<file path="src/rtl/match_timer.sv">
module match_timer (
  input  logic       clk,
  input  logic       rst_n,
  input  logic       tick_en,
  input  logic       we,
  input  logic [2:0] addr,
  input  logic [7:0] wdata,
  output logic [7:0] rdata,
  output logic       irq_ovf,
  output logic       irq_cmp,
  output logic       conv_start
);
  localparam logic [2:0] A_CLO = 3'd0, A_CHI = 3'd1, A_MLO = 3'd2, A_MHI = 3'd3,
                         A_CTL = 3'd4, A_FLG = 3'd5;

  logic [15:0] cnt, cmp;
  logic        run;
  logic [1:0]  psel, mode;
  logic [2:0]  pcnt;
  logic [3:0]  div_m;
  logic        cnt_wr, active, step, hit, wrap, clr_ovf, clr_cmp;

  assign div_m   = (4'd1 << psel) - 4'd1;
  assign cnt_wr  = we && (addr == A_CLO || addr == A_CHI);
  assign active  = run && tick_en;
  assign step    = active && !cnt_wr && ((pcnt & div_m[2:0]) == div_m[2:0]);
  assign hit     = step && (mode != 2'd0) && (cnt == cmp);
  assign wrap    = step && (cnt == 16'hffff);
  assign clr_ovf = we && addr == A_FLG && wdata[0];
  assign clr_cmp = we && addr == A_FLG && wdata[1];

  always_ff @(posedge clk) begin
    if (!rst_n) begin
      cnt <= '0; cmp <= '0; run <= 1'b0; psel <= '0; mode <= '0; pcnt <= '0;
      irq_ovf <= 1'b0; irq_cmp <= 1'b0; conv_start <= 1'b0;
    end else begin
      if (cnt_wr) pcnt <= '0;
      else if (active) pcnt <= step ? 3'd0 : pcnt + 3'd1;

      if (we && addr == A_CLO)      cnt[7:0]  <= wdata;
      else if (we && addr == A_CHI) cnt[15:8] <= wdata;
      else if (step)                cnt <= (hit && mode[1]) ? 16'd0 : cnt + 16'd1;

      if (we && addr == A_MLO) cmp[7:0]  <= wdata;
      if (we && addr == A_MHI) cmp[15:8] <= wdata;
      if (we && addr == A_CTL) begin
        run <= wdata[0]; psel <= wdata[2:1]; mode <= wdata[4:3];
      end

      irq_ovf    <= wrap | (irq_ovf & ~clr_ovf);
      irq_cmp    <= hit  | (irq_cmp & ~clr_cmp);
      conv_start <= hit && (mode == 2'd3);
    end
  end

  always_comb begin
    case (addr)
      A_CLO:   rdata = cnt[7:0];
      A_CHI:   rdata = cnt[15:8];
      A_MLO:   rdata = cmp[7:0];
      A_MHI:   rdata = cmp[15:8];
      A_CTL:   rdata = {3'b000, mode, psel, run};
      A_FLG:   rdata = {6'b0, irq_cmp, irq_ovf};
      default: rdata = 8'h00;
    endcase
  end

  a_r8_strobe_clears: assert property (@(posedge clk) disable iff (!rst_n)
    conv_start |-> cnt == 16'd0);
  a_r8_single_pulse: assert property (@(posedge clk) disable iff (!rst_n)
    (conv_start && cmp != 16'd0 && !we) |=> !conv_start);
  a_r5_hold_when_off: assert property (@(posedge clk) disable iff (!rst_n)
    (!run && !we) |=> $stable(cnt));
  a_r9_flag_sticky: assert property (@(posedge clk) disable iff (!rst_n)
    (irq_cmp && !clr_cmp) |=> irq_cmp);
  a_r6_wrap_flag: assert property (@(posedge clk) disable iff (!rst_n)
    (cnt == 16'hffff && !we) ##1 (cnt == 16'h0000) |-> irq_ovf);
  a_r10_write_wins: assert property (@(posedge clk) disable iff (!rst_n)
    (we && addr == A_CLO) |=> cnt[7:0] == $past(wdata));
endmodule

</file>
<file path="config.mk">
export PLATFORM = sky130hd
export DESIGN_NAME = match_timer
export DESIGN_NICKNAME = d
export VERILOG_FILES = /design/src/rtl/match_timer.sv
export SDC_FILE = /design/constraint.sdc
export NUM_CORES = 1
export LEC_CHECK = 0
export CAP_MARGIN = 20
export CORE_ASPECT_RATIO = 0.5
export CORE_UTILIZATION = 52
export CTS_CLUSTER_DIAMETER = 50
export CTS_CLUSTER_SIZE = 14
export DETAILED_ROUTE_END_ITERATION = 8
export HOLD_SLACK_MARGIN = 0.1
export PLACE_DENSITY_LB_ADDON = 0.2
export SKIP_CTS_REPAIR_TIMING = 1
export SLEW_MARGIN = 20
export SYNTH_ARGS = -nofsm -noshare
export SYNTH_HDL_FRONTEND = slang
export SYNTH_SLANG_ARGS = --single-unit
</file>
<file path="constraint.sdc">
create_clock -name clk -period 2.25 [get_ports clk]
set_input_delay 0.675 -clock clk [delete_from_list [all_inputs] [get_ports clk]]
set_output_delay 0.675 -clock clk [all_outputs]
set_load 0.05 [all_outputs]
</file>
==> flow_summary.ini <==
[grt]
grt_max_degree = 37
antenna_found_initial = 0
grt.overflow.total = 0
grt_pass1_vias = 2652
grt_pass1_wl_microns = 14500
track_usage_pct = 34.5

[min_path]
min_from = cmp[13]
min_path_type = flop to flop
hold_end = cmp[13]
whs_path_depth = 2

[clocking]
cts_tree = done
clk-insertion-delay-late_ns = 0.32
cts.clk_slew.worst_paths_ns = 0.08
numCtsBuffers = 5
h-tree-depth = 2
cts.sinks = 43
root_buffer = clkbuf_8
cts.path.max_buffers = 2

[critical_path]
critPathLaunchType = primary input
timing_worst_setup_path_type = primary input to output pin
rrSetupSlack_ns = 0.17
crit_arrival_ns = 1.68
critPathRequiredTime_ns = 1.57
reg2reg_to = cnt[12]
cp-end-kind = output pin
rr_startpoint = cnt[1]
r2r_cells = 8
path_max_fanout = 6

[final_layout]
layout-drive-gt1-share_pct = 28.1
layout.nets = 436
layoutNonFillerInstCount = 490
regArea_sq_um = 865
postLayoutCoreUtil_pct = 74.2
multi_input_area_sq_um = 1920
fill_cells = 363
antenna_cells = 0
syn_to_final_growth_pct = 32.4
fin_area_sq_um = 3790

[timing]
maxSlewHeadroom_pct = 60.2
max_slew.worst_pin.slew_ns = 0.595
whs_ns = 0.489
setup_violations = 8
period_share_pct = 105
period_minus_slack_ns = 2.36
finalHoldViolCount = 0
setup_ws_ns = -0.106
clock_skew_ns = 0.0132
drv_slew = 0
timing.fmax_mhz = 425
rsz0062_at_grt = true

[drt]
drt_wl_total_microns = 9630
drt-initial-drc-count = 417
drc = 0
wl_per_cell_microns = 19.7
detail_route.vias_per_cell = 6.27
vias = 3073
ant_nets = 0
first_pass_iters = 6

[flow_run]
maxCapViolCount = 0

[logic_synthesis]
ys_top_cells_by_area = dfxtp_1 30%, nand2_1 7.5%, a21oi_1 6.5%
synth_async_sr_flop_share_pct = 0
synth_top_area_share_pct = 30.0
synth-seq-cells = 43
netlist.top_cell.by_area = dfxtp_1
ys_seq_area_share_pct = 30.0
synth_nets = 373
yosysWarnings = 0
synth_area_per_cell_sq_um = 8.05
syn_area_sq_um = 2870
synthFlopType = dfxtp_1
syn-instance-count = 356
synth_edf_count = 0
ys_types = 57

[place]
pre_cts_ws_ns = -0.687
dp.cells = 479
dp_hpwl_microns = 7090
numPortBuffers = 25
dpl_cell_area_sq_um = 3560
gp_congestion = 1.02

[die]
num_rows = 18
start_util_pct = 56.0
core_area_sq_um = 5110
die_area_sq_um = 5830
ios = 26
dieWidth_microns = 107
fp.dieH_microns = 54.5

[power]
peakVddDrop_v = 0.000372
pwr_density_cell_nw_per_um2 = 497
p_clk_share_pct = 29.9
switchingPower_mw = 0.588
p_leak_nw = 1.38
p_int_mw = 1.30
p_seq_share_pct = 45.3
switching_share_pct = 31.2
combPwrFrac_pct = 24.9

[outcome]
status = finished with violations
violations = negative setup slack
## worst max-delay path by stage
stage	startpoint	end	slack, ns	cells after the start
2_1_floorplan	addr[0]	rdata[1]	-0.08	5
3_3_place_gp	addr[1]	rdata[2]	-0.62	7
3_5_place_dp	addr[1]	rdata[2]	-0.69	7
4_1_cts	addr[1]	rdata[2]	-0.70	7
5_1_grt	addr[1]	rdata[0]	-0.13	4
6_report	addr[1]	rdata[5]	-0.11	5
## critical path, stage by stage
cell	delay (ns)
buf_8	0.08
buf_6	0.14
mux4_2	0.50
nor2b_4	0.14
buf_6	0.14
## cell families after synthesis
group | share of synthesized area [%]
buffers and inverters | 7.51
AOI/OAI and AO/OA | 20.3
and+or+nand+nor | 28.3
DFF | 30.0
muxes | 8.08
xor gates and xnor gates | 4.89
adders and majority gates | 0.873
## cell usage in the layout (no fill, tap or decap), types with 4 or more instances in the layout
cell type / instances
clkbuf_8: 7
buf_8: 5
a2111oi_0: 5
a31oi_1: 7
and3_1: 6
dfxtp_1: 42
clkdlybuf4s50_1: 13
a21oi_1: 32
nand3_1: 10
nand2_1: 57
nand4_1: 15
nor3_1: 9
buf_12: 7
buf_6: 4
nor2_1: 25
mux2i_1: 12
a22oi_1: 12
o21ai_0: 11
a21oi_2: 5
mux4_2: 4
xnor2_1: 13
buf_4: 53
## cell usage after synthesis, drive strengths merged, types with 2 or more instances
cell type / instances
nand2: 57
dfxtp: 43
a21oi: 37
nor2: 27
clkbuf: 22
o21ai: 17
nand4: 16
mux2i: 13
xnor2: 13
a22oi: 12
nand3: 12
nor3: 9
a31oi: 8
and3: 8
a2111oi: 6
buf: 6
nor2b: 5
nor3b: 5
mux4: 4
nor4: 3
xor2: 3
and2b: 2
ha: 2
inv: 2
nand2b: 2
or2: 2
or3: 2
## per-stage QoR
stage | setup TNS [ns] | power [mW]
after global placement | -20.39 | 1.29
after floorplan | -0.136 | 1.14
final | -0.626 | 1.89
after global routing | -0.856 | 1.96
after CTS | -10.71 | 1.85
after detailed placement | -22.63 | 1.30
## power by group through the flow
| stage | Sequential, mW | Combinational (mW) | Clock (mW) |
|---|---|---|---|
| 6_report | 0.854 | 0.469 | 0.563 |
| 5_1_grt | 0.859 | 0.498 | 0.608 |
| 4_1_cts | 0.851 | 0.436 | 0.568 |
| 3_5_place_dp | 0.868 | 0.433 | 0 |
| 3_3_place_gp | 0.867 | 0.424 | 0 |
| 2_1_floorplan | 0.837 | 0.306 | 0 |
## state kept, by name, indices dropped and copies added, names as in the netlist
| name | count |
|---|---|
| psel | 2 |
| run | 1 |
| conv_start | 1 |
| pcnt | 3 |
| cmp | 16 |
| cnt | 16 |
| mode | 2 |
| irq_ovf | 1 |
| irq_cmp | 1 |
## cell type report
cell class | count | area share [%]
repair buffers | 84 | 21.3
multi-input cells | 282 | 50.6
flip-flops and latches | 43 | 22.8
clock buffers | 8 | 2.64
well taps | 70 | 2.31
inverters | 3 | 0.363
## layer usage
layer / part of all wire [%] / GRT usage (%)
met5: 0 / 0
met4: 1.5 / 12.3
met3: 12 / 9.52
met2: 42 / 50.2
met1: 44 / 48.9
Note: power is estimated with default switching activity, not from simulation.
